[src/rtl/wdt_pkg.sv]
// Package: shared types for the watchdog timer.
// Holds the bundle of disable qualifiers so all submodules agree on layout.
package wdt_pkg;

    // Mode and high-voltage qualifiers that may force the watchdog off.
    typedef struct packed {
        logic monitor;
        logic brk;
        logic hv_rst;
        logic hv_irq;
    } wdt_qual_t;

endpackage

[src/rtl/wdt_prescaler.sv]
// Module: wdt_prescaler
// Free-running prescaler counter that issues a tick whenever all of its bits
// are one. A service pulse clears only bits CLR_HI..CLR_LO; every other bit
// keeps following the normal increment.
// Assumes: 0 <= CLR_LO <= CLR_HI < PRE_W; synchronous active-low reset.
module wdt_prescaler #(
    parameter int PRE_W  = 13,
    parameter int CLR_LO = 5,
    parameter int CLR_HI = 12
) (
    input  logic clk,
    input  logic rst_n,
    input  logic svc_i,
    output logic tick_o
);

    logic [PRE_W-1:0] pre_q;
    logic [PRE_W-1:0] pre_inc;
    logic [PRE_W-1:0] pre_nxt;

    // Purpose: plain increment of the prescaler value.
    always_comb begin
        pre_inc = pre_q + 1'b1;
    end

    // Per-bit next value: the middle slice is zeroed on service.
    for (genvar i = 0; i < PRE_W; i++) begin : g_bit
        if (i >= CLR_LO && i <= CLR_HI) begin : g_slice
            // Purpose: serviced bits drop to zero, otherwise count.
            always_comb begin
                pre_nxt[i] = svc_i ? 1'b0 : pre_inc[i];
            end
        end else begin : g_free
            // Purpose: bits outside the slice always count.
            always_comb begin
                pre_nxt[i] = pre_inc[i];
            end
        end
    end

    // Purpose: prescaler state register.
    always_ff @(posedge clk) begin
        if (!rst_n) begin
            pre_q <= '0;
        end else begin
            pre_q <= pre_nxt;
        end
    end

    // Purpose: tick while the prescaler sits at all ones.
    always_comb begin
        tick_o = &pre_q;
    end

    AST_SLICE_CLEARED: assert property (@(posedge clk) disable iff (!rst_n)
        svc_i |=> (pre_q[CLR_HI:CLR_LO] == '0));

    if (CLR_LO > 0) begin : g_low_chk
        AST_LOW_BITS_RUN: assert property (@(posedge clk) disable iff (!rst_n)
            rst_n |=> (pre_q[CLR_LO-1:0] == CLR_LO'($past(pre_q[CLR_LO-1:0]) + 1'b1)));
    end

endmodule

[src/rtl/wdt_disable_qual.sv]
// Module: wdt_disable_qual
// Purely combinational decode of the disable qualifiers. Only a high-voltage
// detect, together with a matching mode, can turn the watchdog off.
// Assumes: qualifier inputs are already synchronous to clk.
module wdt_disable_qual
    import wdt_pkg::*;
(
    input  wdt_qual_t qual_i,
    output logic      off_o
);

    logic mon_off;
    logic brk_off;

    // Purpose: monitor mode plus either high-voltage pin.
    always_comb begin
        mon_off = qual_i.monitor & (qual_i.hv_rst | qual_i.hv_irq);
    end

    // Purpose: break state plus high voltage on the reset pin only.
    always_comb begin
        brk_off = qual_i.brk & qual_i.hv_rst;
    end

    // Purpose: either condition forces the watchdog off.
    always_comb begin
        off_o = mon_off | brk_off;
    end

endmodule

[src/rtl/wdt_counter.sv]
// Module: wdt_counter
// Watchdog counter advanced by prescaler ticks. It is cleared by service or
// disable. A tick at the all-ones count raises a registered one-cycle request.
// Assumes: tick_i is high for one cycle per prescaler period.
module wdt_counter #(
    parameter int WD_W = 6
) (
    input  logic clk,
    input  logic rst_n,
    input  logic tick_i,
    input  logic svc_i,
    input  logic off_i,
    output logic req_o
);

    localparam logic [WD_W-1:0] CNT_MAX = '1;

    logic [WD_W-1:0] cnt_q;
    logic            ovf;

    // Purpose: overflow when a live tick meets the full count.
    always_comb begin
        ovf = tick_i & ~svc_i & ~off_i & (cnt_q == CNT_MAX);
    end

    // Purpose: counter state; service and disable have priority over ticks.
    always_ff @(posedge clk) begin
        if (!rst_n) begin
            cnt_q <= '0;
        end else if (svc_i || off_i) begin
            cnt_q <= '0;
        end else if (tick_i) begin
            cnt_q <= cnt_q + 1'b1;
        end
    end

    // Purpose: register the overflow into a one-cycle request.
    always_ff @(posedge clk) begin
        if (!rst_n) begin
            req_o <= 1'b0;
        end else begin
            req_o <= ovf;
        end
    end

    AST_REQ_SINGLE: assert property (@(posedge clk) disable iff (!rst_n)
        req_o |=> !req_o);
    AST_SERVICE_CLEARS: assert property (@(posedge clk) disable iff (!rst_n)
        svc_i |=> (cnt_q == '0 && !req_o));
    AST_OFF_HOLDS: assert property (@(posedge clk) disable iff (!rst_n)
        off_i |=> (cnt_q == '0 && !req_o));
    AST_TICK_ADVANCES: assert property (@(posedge clk) disable iff (!rst_n)
        (tick_i && !svc_i && !off_i) |=> (cnt_q == WD_W'($past(cnt_q) + 1'b1)));

endmodule

[src/rtl/wdt_guard.sv]
// Module: wdt_guard (top)
// Watchdog timer: prescaler, disable decode and watchdog counter. A bus write
// of any data to the all-ones address services the watchdog.
// Assumes: bus signals are valid for one cycle per write; reset is synchronous.
module wdt_guard #(
    parameter int PRE_W  = 13,
    parameter int CLR_LO = 5,
    parameter int CLR_HI = 12,
    parameter int WD_W   = 6,
    parameter int ADDR_W = 16
) (
    input  logic              clk,
    input  logic              rst_n,
    input  logic              bus_wr_en,
    input  logic [ADDR_W-1:0] bus_addr,
    input  logic              monitor_mode,
    input  logic              break_state,
    input  logic              hv_on_rst_pin,
    input  logic              hv_on_irq_pin,
    output logic              wd_reset_req
);
    import wdt_pkg::*;

    localparam logic [ADDR_W-1:0] SVC_ADDR = '1;

    logic      svc;
    logic      tick;
    logic      wd_off;
    wdt_qual_t qual;

    // Purpose: decode a service write at the top address.
    always_comb begin
        svc = bus_wr_en & (bus_addr == SVC_ADDR);
    end

    // Purpose: gather the qualifier inputs into the shared bundle.
    always_comb begin
        qual.monitor = monitor_mode;
        qual.brk     = break_state;
        qual.hv_rst  = hv_on_rst_pin;
        qual.hv_irq  = hv_on_irq_pin;
    end

    wdt_prescaler #(
        .PRE_W  (PRE_W),
        .CLR_LO (CLR_LO),
        .CLR_HI (CLR_HI)
    ) u_pre (
        .clk    (clk),
        .rst_n  (rst_n),
        .svc_i  (svc),
        .tick_o (tick)
    );

    wdt_disable_qual u_qual (
        .qual_i (qual),
        .off_o  (wd_off)
    );

    wdt_counter #(
        .WD_W (WD_W)
    ) u_cnt (
        .clk    (clk),
        .rst_n  (rst_n),
        .tick_i (tick),
        .svc_i  (svc),
        .off_i  (wd_off),
        .req_o  (wd_reset_req)
    );

    AST_MONITOR_HV_OFF: assert property (@(posedge clk) disable iff (!rst_n)
        (monitor_mode && (hv_on_rst_pin || hv_on_irq_pin)) |=> !wd_reset_req);
    AST_BREAK_HV_OFF: assert property (@(posedge clk) disable iff (!rst_n)
        (break_state && hv_on_rst_pin) |=> !wd_reset_req);
    AST_SERVICE_NO_REQ: assert property (@(posedge clk) disable iff (!rst_n)
        (bus_wr_en && bus_addr == SVC_ADDR) |=> !wd_reset_req);

endmodule

[config.mk]
export PLATFORM = sky130hd
export DESIGN_NAME = wdt_guard
export DESIGN_NICKNAME = d
export VERILOG_FILES = /design/src/rtl/wdt_pkg.sv /design/src/rtl/wdt_prescaler.sv /design/src/rtl/wdt_disable_qual.sv /design/src/rtl/wdt_counter.sv /design/src/rtl/wdt_guard.sv
export SDC_FILE = /design/constraint.sdc
export NUM_CORES = 1
export LEC_CHECK = 0
export CORE_MARGIN = 2
export CORE_UTILIZATION = 52
export DETAILED_ROUTE_END_ITERATION = 8
export DONT_BUFFER_PORTS = 1
export PLACE_DENSITY_LB_ADDON = 0.15
export SETUP_SLACK_MARGIN = 0.3
export SLEW_MARGIN = 15
export SYNTH_ARGS = -nofsm -noshare
export SYNTH_HDL_FRONTEND = slang
export SYNTH_SLANG_ARGS = --single-unit
[constraint.sdc]
create_clock -name clk -period 4.7 [get_ports clk]
set_clock_uncertainty 0.05 [all_clocks]
set_input_delay 0.47 -clock clk [delete_from_list [all_inputs] [get_ports clk]]
set_output_delay 0.47 -clock clk [all_outputs]
set_load 0.05 [all_outputs]
==> results of run 1 <==
## cells in the mapped netlist (2+ instances only)
| library cell | instances | area [sq um] |
|---|---|---|
| sky130_fd_sc_hd__nand4_1 | 7 | 43.8 |
| sky130_fd_sc_hd__and2_1 | 4 | 25.0 |
| sky130_fd_sc_hd__o21ai_0 | 2 | 10.0 |
| sky130_fd_sc_hd__a21oi_1 | 2 | 10.0 |
| sky130_fd_sc_hd__xnor2_1 | 9 | 78.8 |
| sky130_fd_sc_hd__nand2_1 | 9 | 33.8 |
| sky130_fd_sc_hd__dfxtp_1 | 20 | 400 |
| sky130_fd_sc_hd__nor4_1 | 3 | 18.8 |
| sky130_fd_sc_hd__nor3_1 | 2 | 10.0 |
| sky130_fd_sc_hd__nand3_1 | 6 | 30.0 |
| sky130_fd_sc_hd__xor2_1 | 4 | 35.0 |
| sky130_fd_sc_hd__nor2_1 | 13 | 48.8 |
| sky130_fd_sc_hd__or4_4 | 2 | 22.5 |
| sky130_fd_sc_hd__inv_1 | 2 | 7.51 |
| sky130_fd_sc_hd__ha_1 | 2 | 25.0 |
## how the worst max path moves through the flow
stage,start,cells after the start,to
6_report,u_pre.pre_q[0],5,u_cnt.cnt_q[5]
5_1_grt,u_pre.pre_q[0],5,u_cnt.cnt_q[5]
4_1_cts,u_pre.pre_q[0],5,u_cnt.cnt_q[5]
3_5_place_dp,u_pre.pre_q[0],5,u_cnt.cnt_q[5]
3_3_place_gp,u_pre.pre_q[0],5,u_cnt.cnt_q[5]
2_1_floorplan,u_pre.pre_q[0],5,u_cnt.cnt_q[5]
## kinds of logic after synthesis
family | synth area share
adders and majority gates | 0.0272
xor gates and xnor gates | 0.124
DFF | 0.435
buffers and inverters | 0.00817
AOI/OAI and AO/OA | 0.0708
and+or+nand+nor | 0.324
muxes | 0.0109
## stage by stage
stage | total power, W | setup WS, ps | utilization | hold slack (ps)
after floorplan | 0.000184 | 2700 | - | 377
after global placement | 0.000185 | 2660 | 0.557 | 392
after detailed placement | 0.000186 | 2620 | 0.557 | 393
after CTS | 0.000325 | 2580 | 0.588 | 217
after global routing | 0.000334 | 2500 | 0.588 | 207
final | 0.000321 | 2600 | 0.588 | 225
## cells in the final DEF, fill, tap and decap left out
| cell type | n |
|---|---|
| sky130_fd_sc_hd__nor2b_1 | 1 |
| sky130_fd_sc_hd__dfxtp_1 | 20 |
| sky130_fd_sc_hd__xor2_1 | 4 |
| sky130_fd_sc_hd__o211ai_1 | 1 |
| sky130_fd_sc_hd__clkbuf_4 | 3 |
| sky130_fd_sc_hd__or4_4 | 2 |
| sky130_fd_sc_hd__and4_1 | 1 |
| sky130_fd_sc_hd__and4_2 | 1 |
| sky130_fd_sc_hd__a21oi_2 | 1 |
| sky130_fd_sc_hd__nand3_4 | 1 |
| sky130_fd_sc_hd__inv_1 | 2 |
| sky130_fd_sc_hd__and2_1 | 4 |
| sky130_fd_sc_hd__nand2_1 | 9 |
| sky130_fd_sc_hd__bufinv_16 | 1 |
| sky130_fd_sc_hd__nor2_1 | 13 |
| sky130_fd_sc_hd__or3_1 | 1 |
| sky130_fd_sc_hd__mux2i_1 | 1 |
| sky130_fd_sc_hd__a21oi_1 | 2 |
| sky130_fd_sc_hd__ha_1 | 2 |
| sky130_fd_sc_hd__xnor2_1 | 9 |
| sky130_fd_sc_hd__nor3_1 | 2 |
| sky130_fd_sc_hd__nand4_1 | 7 |
| sky130_fd_sc_hd__o21ai_0 | 2 |
| sky130_fd_sc_hd__nor4b_1 | 1 |
| sky130_fd_sc_hd__a31o_2 | 1 |
| sky130_fd_sc_hd__or4_1 | 1 |
| sky130_fd_sc_hd__o21ai_1 | 1 |
| sky130_fd_sc_hd__nand3_1 | 6 |
| sky130_fd_sc_hd__a21o_1 | 1 |
| sky130_fd_sc_hd__nor4_1 | 3 |
| sky130_fd_sc_hd__o31ai_1 | 1 |
## flip-flops by register name, summed over array words and instances (netlist names)
name,cells
u_cnt.cnt_q,6
u_cnt.req_o,1
u_pre.pre_q,13
## per-layer routing
metal / share of wire / up-vias
met5: 0 / -
met4: 0 / 0
met3: 0.080 / 0
met2: 0.44 / 34
met1: 0.48 / 313
li1: - / 371
## worst max-delay path: cells and delay by family, from the launching register on
| kind | cells | cell delay, ps |
|---|---|---|
| AO/OA/AOI/OAI | 1 | 130 |
| adder cells (fa/ha/maj) | 1 | 240 |
| flip-flops | 1 | 380 |
| AND/OR/NAND/NOR | 3 | 1230 |
## final cells by class
type                            count  area [sq um]
Fill cell                         162           696
Clock inverter                      1          30.0
Inverter                            2          7.51
Multi-Input combinational cell     79           512
Tap cell                           17          21.3
Clock buffer                        3          22.5
Sequential cell                    20           400
## power by group through the flow
| stage | Combinational [W] | Sequential, W | Clock [W] |
|---|---|---|---|
| 3_3_place_gp | 0.00000772 | 0.000177 | 0 |
| 6_report | 0.00000807 | 0.000174 | 0.000140 |
| 5_1_grt | 0.00000952 | 0.000174 | 0.000150 |
| 3_5_place_dp | 0.00000816 | 0.000178 | 0 |
| 2_1_floorplan | 0.00000643 | 0.000177 | 0 |
| 4_1_cts | 0.00000825 | 0.000174 | 0.000143 |
==> tab_implementation.tex, run 1 <==
\begin{tabular}{lr}
\hline
Metric & Value \\
\hline
\multicolumn{2}{l}{\textbf{Synth}} \\
Cell count after synthesis & 101 \\
Nets in the synthesized netlist & 126 \\
Post-synth top flop & sky130\_fd\_sc\_hd\_\_dfxtp\_1 \\
Area of the mapped netlist & 920 sq um \\
Number of flops mapped to enable cells by yosys & 0 \\
Number of distinct library cells after synthesis & 29 \\
Total of flip-flops plus latches after synthesis & 20 \\
Portion of the post-synthesis area used by sequential elements & 0.435 \\
Mean post-synth cell area & 9.11 sq um \\
Async set-or-reset flop fraction in the synthesized netlist & 0 \\
Syn. warnings & 0 \\
\multicolumn{2}{l}{\textbf{STA}} \\
RSZ-0062 raised after global routing & no \\
Clock period minus worst slack & 2100 ps \\
Crit share post-route & 0.448 \\
Final count of hold timing violations & 0 \\
Transition time at the pin with the least slew margin & 672 ps \\
Pins over their slew limit & 0 \\
Setup violators final & 0 \\
Maximum achievable frequency & 0.475 GHz \\
Relative slew margins & 0.548 \\
Setup Total Neg Slack & 0 ps \\
\multicolumn{2}{l}{\textbf{Setup path}} \\
Sequence of cells on the critical path & ha\_1, nand3\_4, or4\_4, or4\_4, a21oi\_2 \\
Most frequent cell on the critical path & sky130\_fd\_sc\_hd\_\_or4\_4 \\
Data arrival, critical path & 2290 ps \\
R2R Setup Slk & 2600 ps \\
Setup crit start kind & flip-flop \\
Start-to-end type of the worst setup path & reg -> reg \\
CP Data Required Time & 4890 ps \\
Slowest CP cell & sky130\_fd\_sc\_hd\_\_or4\_4 \\
Startpoint of the worst-slack reg-to-reg timing path & u\_pre.pre\_q[0] \\
CP max stage delay & 570 ps \\
Reg-to-Reg End & u\_cnt.cnt\_q[5] \\
FF-to-FF path depth & 5 \\
Largest fanout of any net on the critical path & 8 \\
Capturing element type of the critical path & flip-flop \\
\multicolumn{2}{l}{\textbf{Final layout}} \\
Layout overhead on the synthesized area & 8.03\% \\
Design Area, Final & 993 sq um \\
Post-layout net count & 131 \\
Post-route non-filler standard cell count & 122 \\
Number of diodes & 0 \\
Fraction of layout instances using a drive strength above 1 & 0.0952 \\
\multicolumn{2}{l}{\textbf{GRT}} \\
Maximum number of pins on one net before global-route repair & 13 \\
Met3 usage in global routing & 0.0824 \\
Number of antenna violations at the first check in global routing & 0 \\
GR Layer Usage met1 & 0.209 \\
Global-route usage over all layers & 0.168 \\
Most used routing layer in global routing & met2 \\
Met2 track demand over resource in global routing & 0.272 \\
Remaining global-route overflow & 0 \\
Vias in the first global route & 623 \\
Wire length of the first global-routing pass & 2560 um \\
\multicolumn{2}{l}{\textbf{Routing}} \\
Vias & 718 \\
Final wirelength & 1550 um \\
First-iteration detailed-routing DRC count & 16 \\
DRC violation count after routing & 0 \\
Number of optimization iterations in the first detailed-route pass & 4 \\
ANT nets after route & 0 \\
Vias per cell & 5.89 \\
Avg WL per Cell & 12.7 um \\
\multicolumn{2}{l}{\textbf{Worst hold path}} \\
End point of the worst hold path & u\_pre.pre\_q[4] \\
Hold Crit Class & in -> reg \\
Startpoint of the lowest-slack hold path & rst\_n \\
Hold path cells & 1 \\
\multicolumn{2}{l}{\textbf{Pwr}} \\
Worst VDD drop & 221 uV \\
Leakage power & 0.308 nW \\
Internal Pwr Total & 0.000261 W \\
Clock power frac & 0.434 \\
Net switching power figure & 0.0000600 W \\
Switching power share of the total & 0.187 \\
Sequential fraction of design power & 0.540 \\
Total power per unit cell area & 324 nW/um\^{}2 \\
Relative contribution of combinational cells to total power & 0.025 \\
\multicolumn{2}{l}{\textbf{Floorplanning}} \\
Die Area & 2120 sq um \\
Placeable core area & 1690 sq um \\
Width of the die & 46.1 um \\
Die height & 46.1 um \\
Initial Utilization & 0.544 \\
Number of placement rows & 15 \\
IO Count & 24 \\
\multicolumn{2}{l}{\textbf{Clocking}} \\
Buffer depth of the longest clock path & 2 \\
Count of buffers added by post-CTS timing repair for setup & 0 \\
H-tree Lvls & 1 \\
Resized cells post-CTS & 0 \\
Total CTS buffers & 3 \\
CTS tree & yes \\
CTS root buf & sky130\_fd\_sc\_hd\_\_clkbuf\_4 \\
Count of hold-fix buffers inserted at cts & 0 \\
Clock latency on the worst-skew pair & 300 ps \\
Post-CTS clock slew at the launch and capture registers of the worst setup and hold paths & 120 ps \\
TritonCTS sink count & 20 \\
\multicolumn{2}{l}{\textbf{Placed design}} \\
Cell area after placement & 941 sq um \\
Final GP Congestion & 0.770 \\
Dpl hpwl & 1180 um \\
Cell total after placement & 118 \\
Total of buffers placed on input and output ports & 0 \\
\multicolumn{2}{l}{\textbf{Job}} \\
Max capacitance violation total & 0 \\
\multicolumn{2}{l}{\textbf{Outcome}} \\
Status & finished clean \\
\hline
\end{tabular}
Note: power is estimated with default switching activity, not from simulation.
==> run 2: changes to the inputs <==
==> constraint.sdc (replaced) <==
create_clock -name clk -period 1.8 [get_ports clk]
set_clock_uncertainty 0.05 [all_clocks]
set_input_delay 0.18 -clock clk [delete_from_list [all_inputs] [get_ports clk]]
set_output_delay 0.18 -clock clk [all_outputs]
set_load 0.05 [all_outputs]
==> run 2 against run 1 <==
Against the previous run: worst setup slack lost 2500 ps; first-iteration DRC count shrank 88%; clock power grew to 2.7 times the previous value; sequential share of layout area shrank 5.6 points; critical path depth is the same; cell count grew 12%; clock-buffer cell count is the same; critical path type unchanged.
==> tab_implementation.tex, run 2 (synthesized netlist as in run 1, its figures left out) <==
\begin{tabular}{lr}
\hline
Metric & Value \\
\hline
\multicolumn{2}{l}{\textbf{Routing}} \\
First-iteration detailed-routing DRC count & 2 \\
ANT nets after route & 0 \\
Vias & 786 \\
Vias per cell & 5.74 \\
Final wirelength & 1850 um \\
DRC violation count after routing & 0 \\
Number of optimization iterations in the first detailed-route pass & 2 \\
Avg WL per Cell & 13.5 um \\
\multicolumn{2}{l}{\textbf{Placed design}} \\
Cell area after placement & 1020 sq um \\
Pre-CTS setup slack & -19.9 ps \\
Cell total after placement & 127 \\
Total of buffers placed on input and output ports & 0 \\
Dpl hpwl & 1320 um \\
Final GP Congestion & 0.691 \\
\multicolumn{2}{l}{\textbf{Floorplanning}} \\
Width of the die & 46.1 um \\
Die height & 46.1 um \\
Initial Utilization & 0.544 \\
Number of placement rows & 15 \\
Placeable core area & 1690 sq um \\
IO Count & 24 \\
Die Area & 2120 sq um \\
\multicolumn{2}{l}{\textbf{GRT}} \\
Wire length of the first global-routing pass & 2990 um \\
Number of antenna violations at the first check in global routing & 0 \\
Maximum number of pins on one net before global-route repair & 13 \\
Global-route usage over all layers & 0.198 \\
Vias in the first global route & 753 \\
Remaining global-route overflow & 0 \\
\multicolumn{2}{l}{\textbf{Final layout}} \\
Fraction of layout instances using a drive strength above 1 & 0.292 \\
Top library cells by usage in the layout, fill and taps aside & 16 x sky130\_fd\_sc\_hd\_\_dfxtp\_1, 14 x sky130\_fd\_sc\_hd\_\_buf\_4, 13 x sky130\_fd\_sc\_hd\_\_nor2\_1 \\
Post-route non-filler standard cell count & 137 \\
Top reg by flops & u\_pre.pre\_q \\
Number of flip-flops under the largest register name & 13 \\
Largest registers & u\_pre.pre\_q: 13 flops, u\_cnt.cnt\_q: 6 flops, u\_cnt.req\_o: 1 flops \\
Number of diodes & 0 \\
Design Area, Final & 1170 sq um \\
Post-layout net count & 146 \\
Layout overhead on the synthesized area & 27.1\% \\
Most frequent standard cell in the layout excluding fill and tap cells & sky130\_fd\_sc\_hd\_\_dfxtp\_1 \\
\multicolumn{2}{l}{\textbf{Pwr}} \\
Total power per unit cell area & 742 nW/um\^{}2 \\
Total power & 0.000867 W \\
Leakage power & 0.399 nW \\
Worst VDD drop & 613 uV \\
\multicolumn{2}{l}{\textbf{Clocking}} \\
CTS root buf & sky130\_fd\_sc\_hd\_\_clkbuf\_4 \\
Buffer depth of the longest clock path & 2 \\
Post-CTS clock slew at the launch and capture registers of the worst setup and hold paths & 120 ps \\
H-tree Lvls & 1 \\
Total CTS buffers & 3 \\
CTS tree & yes \\
Clock latency on the worst-skew pair & 310 ps \\
TritonCTS sink count & 20 \\
\multicolumn{2}{l}{\textbf{Setup path}} \\
Data arrival, critical path & 1950 ps \\
Capturing element type of the critical path & flip-flop \\
FF-to-FF path depth & 5 \\
Largest fanout of any net on the critical path & 2 \\
Setup crit start kind & flip-flop \\
R2R Setup Slk & 60 ps \\
Reg-to-Reg End & u\_cnt.cnt\_q[5] \\
Startpoint of the worst-slack reg-to-reg timing path & u\_pre.pre\_q[1] \\
Start-to-end type of the worst setup path & reg -> reg \\
Worst setup path start & u\_pre.pre\_q[1] \\
CP Data Required Time & 2010 ps \\
\multicolumn{2}{l}{\textbf{STA}} \\
Clock period minus worst slack & 1740 ps \\
Final setup slack of the worst path & 56.2 ps \\
Final count of hold timing violations & 0 \\
Pins over their slew limit & 0 \\
Transition time at the pin with the least slew margin & 469 ps \\
Maximum achievable frequency & 0.573 GHz \\
Relative slew margins & 0.687 \\
Crit share post-route & 0.969 \\
RSZ-0062 raised after global routing & yes \\
Setup violators final & 0 \\
\multicolumn{2}{l}{\textbf{Job}} \\
Max capacitance violation total & 0 \\
\multicolumn{2}{l}{\textbf{Worst hold path}} \\
Hold Crit Class & in -> reg \\
Startpoint of the lowest-slack hold path & rst\_n \\
Hold path cells & 3 \\
End point of the worst hold path & u\_pre.pre\_q[12] \\
\multicolumn{2}{l}{\textbf{Outcome}} \\
Status & finished clean \\
\hline
\end{tabular}
-- run 2: cell types whose count changed in the layout (fill, tap and decap cells not counted), sizes merged --
cell         before  now
dlygate4sd3       0    1
buf               0   14
-- run 2: cell type report --
type	instances	area, sq um
Timing Repair Buffer	15	115
Fill cell	134	520
Clock inverter	1	30.0
Inverter	2	7.51
Tap cell	17	21.3
Sequential cell	20	405
Clock buffer	3	22.5
Multi-Input combinational cell	79	567
-- run 2: critical path, stage by stage (launching register included) --
cell,delay (ps)
sky130_fd_sc_hd__dfxtp_2,370
sky130_fd_sc_hd__ha_4,150
sky130_fd_sc_hd__nand3_4,70
sky130_fd_sc_hd__or4_4,420
sky130_fd_sc_hd__or4_4,490
sky130_fd_sc_hd__a21oi_2,130
-- run 2: where the power goes --
part,leakage (nW),internal (W),total (W),switching (W)
Sequential,0.163,0.000449,0.000456,0.00000661
Combinational,0.208,0.0000229,0.0000399,0.0000171
Clock,0.0279,0.000225,0.000372,0.000147
Total,0.399,0.000697,0.000867,0.000170
-- run 2: through the flow --
step / utilization / TNS [ps] / hold WS, ps
CTS: 0.673 / 0 / 109
global placement: 0.606 / 0 / 253
global route: 0.692 / 0 / 110
detailed placement: 0.606 / -19.9 / 257
finish: 0.692 / 0 / 110
floorplan: - / -3.54 / 252
-- run 2: worst max-delay path by stage --
stage          slack, ps        endpoint  depth (start not counted)
6_report              60  u_cnt.cnt_q[5]                          5
3_5_place_dp         -20  u_cnt.cnt_q[5]                          5
5_1_grt                4  u_cnt.cnt_q[5]                          5
2_1_floorplan         -4  u_cnt.cnt_q[5]                          5
4_1_cts               40  u_cnt.cnt_q[5]                          5
3_3_place_gp          30  u_cnt.cnt_q[5]                          5
-- run 2: timing repair --
action                                  CTS  global route
hold endpoints to repair                  5             0
resized for setup                         3             6
hold buffers                              1             0
pin swaps                                 5             3
buffers inserted                          4             1
endpoints found under the setup margin    7             8
-- run 2: metal layers --
layer,up-vias,share of wire,track usage
met3,2,0.047,0.0353
met2,24,0.53,0.350
met4,0,0.0070,0.103
met5,-,0,0
met1,361,0.42,0.222
li1,399,-,-
==> run 3: changes to the inputs <==
--- a/config.mk
+++ b/config.mk
@@ -5,12 +5,14 @@
 export SDC_FILE = /design/constraint.sdc
 export NUM_CORES = 1
 export LEC_CHECK = 0
+export ABC_AREA = 0
 export CORE_MARGIN = 2
 export CORE_UTILIZATION = 52
 export DETAILED_ROUTE_END_ITERATION = 8
 export DONT_BUFFER_PORTS = 1
 export PLACE_DENSITY_LB_ADDON = 0.15
 export SETUP_SLACK_MARGIN = 0.3
+export SKIP_CTS_REPAIR_TIMING = 1
 export SLEW_MARGIN = 15
 export SYNTH_ARGS = -nofsm -noshare
 export SYNTH_HDL_FRONTEND = slang
==> constraint.sdc (replaced) <==
create_clock -name clk -period 1.7 [get_ports clk]
set_clock_uncertainty 0.05 [all_clocks]
set_input_delay 0.17 -clock clk [delete_from_list [all_inputs] [get_ports clk]]
set_output_delay 0.17 -clock clk [all_outputs]
set_load 0.05 [all_outputs]
==> run 3 against run 2 <==
Against the previous run: the flow now finishes with violations (negative setup slack); global-route usage is 3.2 points lower; combinational power shrank 7.3%; utilization is 3.0 points higher; hold slack gained 15 ps; sequential share of layout area down 1.1 points; power down 15%; worst setup slack got worse by 84 ps; non-clock buffer count grew 4.
==> tab_implementation.tex, run 3 (synthesized netlist as in run 1, its figures left out) <==
\begin{tabular}{lr}
\hline
Metric & Value \\
\hline
\multicolumn{2}{l}{\textbf{Outcome}} \\
Status & finished with violations \\
Failing checks & negative setup slack \\
\multicolumn{2}{l}{\textbf{Final layout}} \\
Top reg by flops & u\_pre.pre\_q \\
Top library cells by usage in the layout, fill and taps aside & 17 x sky130\_fd\_sc\_hd\_\_buf\_4, 15 x sky130\_fd\_sc\_hd\_\_dfxtp\_1, 11 x sky130\_fd\_sc\_hd\_\_nor2\_1 \\
Fraction of layout instances using a drive strength above 1 & 0.350 \\
Post-layout net count & 150 \\
Largest registers & u\_pre.pre\_q: 13 flops, u\_cnt.cnt\_q: 6 flops, u\_cnt.req\_o: 1 flops \\
Post-route non-filler standard cell count & 140 \\
Fill cells & 129 \\
Number of diodes & 0 \\
Most frequent standard cell in the layout excluding fill and tap cells & sky130\_fd\_sc\_hd\_\_buf\_4 \\
Layout overhead on the synthesized area & 32.5\% \\
Number of flip-flops under the largest register name & 13 \\
\multicolumn{2}{l}{\textbf{Pwr}} \\
Leakage power & 0.439 nW \\
Total power per unit cell area & 605 nW/um\^{}2 \\
Worst VDD drop & 580 uV \\
\multicolumn{2}{l}{\textbf{Placed design}} \\
Dpl hpwl & 1290 um \\
Cell total after placement & 130 \\
Total of buffers placed on input and output ports & 0 \\
Pre-CTS setup slack & -92.4 ps \\
Final GP Congestion & 0.739 \\
\multicolumn{2}{l}{\textbf{Setup path}} \\
Startpoint of the worst-slack reg-to-reg timing path & u\_pre.pre\_q[0] \\
FF-to-FF path depth & 5 \\
Data arrival, critical path & 1920 ps \\
Reg-to-Reg End & u\_cnt.cnt\_q[5] \\
Start-to-end type of the worst setup path & reg -> reg \\
R2R Setup Slk & -30 ps \\
CP Data Required Time & 1890 ps \\
Largest fanout of any net on the critical path & 3 \\
Setup crit start kind & flip-flop \\
Capturing element type of the critical path & flip-flop \\
\multicolumn{2}{l}{\textbf{Worst hold path}} \\
End point of the worst hold path & u\_pre.pre\_q[10] \\
Hold path cells & 3 \\
Hold Crit Class & in -> reg \\
Startpoint of the lowest-slack hold path & rst\_n \\
\multicolumn{2}{l}{\textbf{Clocking}} \\
Total CTS buffers & 3 \\
Post-CTS clock slew at the launch and capture registers of the worst setup and hold paths & 110 ps \\
CTS tree & yes \\
H-tree Lvls & 1 \\
Buffer depth of the longest clock path & 2 \\
Clock latency on the worst-skew pair & 290 ps \\
CTS root buf & sky130\_fd\_sc\_hd\_\_clkbuf\_4 \\
TritonCTS sink count & 20 \\
\multicolumn{2}{l}{\textbf{Routing}} \\
ANT nets after route & 0 \\
First-iteration detailed-routing DRC count & 6 \\
Number of optimization iterations in the first detailed-route pass & 4 \\
DRC violation count after routing & 0 \\
Final wirelength & 1890 um \\
Vias per cell & 5.93 \\
Avg WL per Cell & 13.5 um \\
Vias & 830 \\
\multicolumn{2}{l}{\textbf{STA}} \\
Relative slew margins & 0.687 \\
Transition time at the pin with the least slew margin & 468 ps \\
Crit share post-route & 1.02 \\
Pins over their slew limit & 0 \\
RSZ-0062 raised after global routing & yes \\
Setup violators final & 1 \\
Final setup slack of the worst path & -28.2 ps \\
Hold WS & 125 ps \\
Final count of hold timing violations & 0 \\
Maximum achievable frequency & 0.579 GHz \\
Clock period minus worst slack & 1730 ps \\
\multicolumn{2}{l}{\textbf{GRT}} \\
Maximum number of pins on one net before global-route repair & 11 \\
Global-route usage over all layers & 0.166 \\
Number of antenna violations at the first check in global routing & 0 \\
Wire length of the first global-routing pass & 2590 um \\
Remaining global-route overflow & 0 \\
Vias in the first global route & 685 \\
\multicolumn{2}{l}{\textbf{Floorplanning}} \\
Width of the die & 46.1 um \\
Die height & 46.1 um \\
Placeable core area & 1690 sq um \\
Initial Utilization & 0.544 \\
Number of placement rows & 15 \\
Die Area & 2120 sq um \\
IO Count & 24 \\
\multicolumn{2}{l}{\textbf{Job}} \\
Max capacitance violation total & 0 \\
\hline
\end{tabular}
-- run 3: cell count changes in the layout (fill, tap and decap cells not counted), sizes merged --
cell,previous run,this run
buf,14,18
bufinv,1,0
-- run 3: where the power goes --
group          switching, W  internal, W   total, W
clock network      0.000137    0.0000824   0.000219
registers        0.00000600     0.000475   0.000481
logic             0.0000168    0.0000202  0.0000370
total              0.000159     0.000578   0.000737
-- run 3: worst max-delay path by stage --
stage                                end            from  slack (ps)
after floorplan           u_cnt.cnt_q[5]  u_pre.pre_q[1]        -100
after global placement    u_cnt.cnt_q[5]  u_pre.pre_q[1]         -60
after detailed placement  u_cnt.cnt_q[5]  u_pre.pre_q[1]         -90
after CTS                 u_cnt.cnt_q[5]  u_pre.pre_q[1]        -120
after global routing      u_cnt.cnt_q[5]  u_pre.pre_q[0]         -80
final                     u_cnt.cnt_q[5]  u_pre.pre_q[0]         -30
-- run 3: cell type report --
type	count	area (sq um)	share of cell area
Clock buffer	3	22.5	0.0185
Inverter	2	7.51	0.00616
Multi-Input combinational cell	79	609	0.500
Sequential cell	20	409	0.336
Tap cell	17	21.3	0.0175
Timing Repair Buffer	19	149	0.122
-- run 3: layer usage --
metal / GRT usage / routed length (um)
met1: 0.197 / 817
met2: 0.303 / 993
met3: 0.0353 / 77
met4: 0.0343 / 0
met5: 0 / 0
-- run 3: critical path, cell delays in order (launching register included) --
cell	delay [ps]
sky130_fd_sc_hd__dfxtp_2	370
sky130_fd_sc_hd__ha_4	150
sky130_fd_sc_hd__nand3_4	70
sky130_fd_sc_hd__or4_4	430
sky130_fd_sc_hd__or4_4	490
sky130_fd_sc_hd__a21oi_2	110
-- run 3: per-stage QoR --
step                      power (W)  utilization  cell area [sq um]  TNS, ps
final                      0.000737        0.721               1220    -28.2
after global routing       0.000769        0.721               1220     -116
after CTS                  0.000742        0.633               1070     -118
after detailed placement   0.000526        0.619               1050    -92.4
after global placement     0.000526        0.619               1050    -63.4
after floorplan            0.000512            -                935     -104
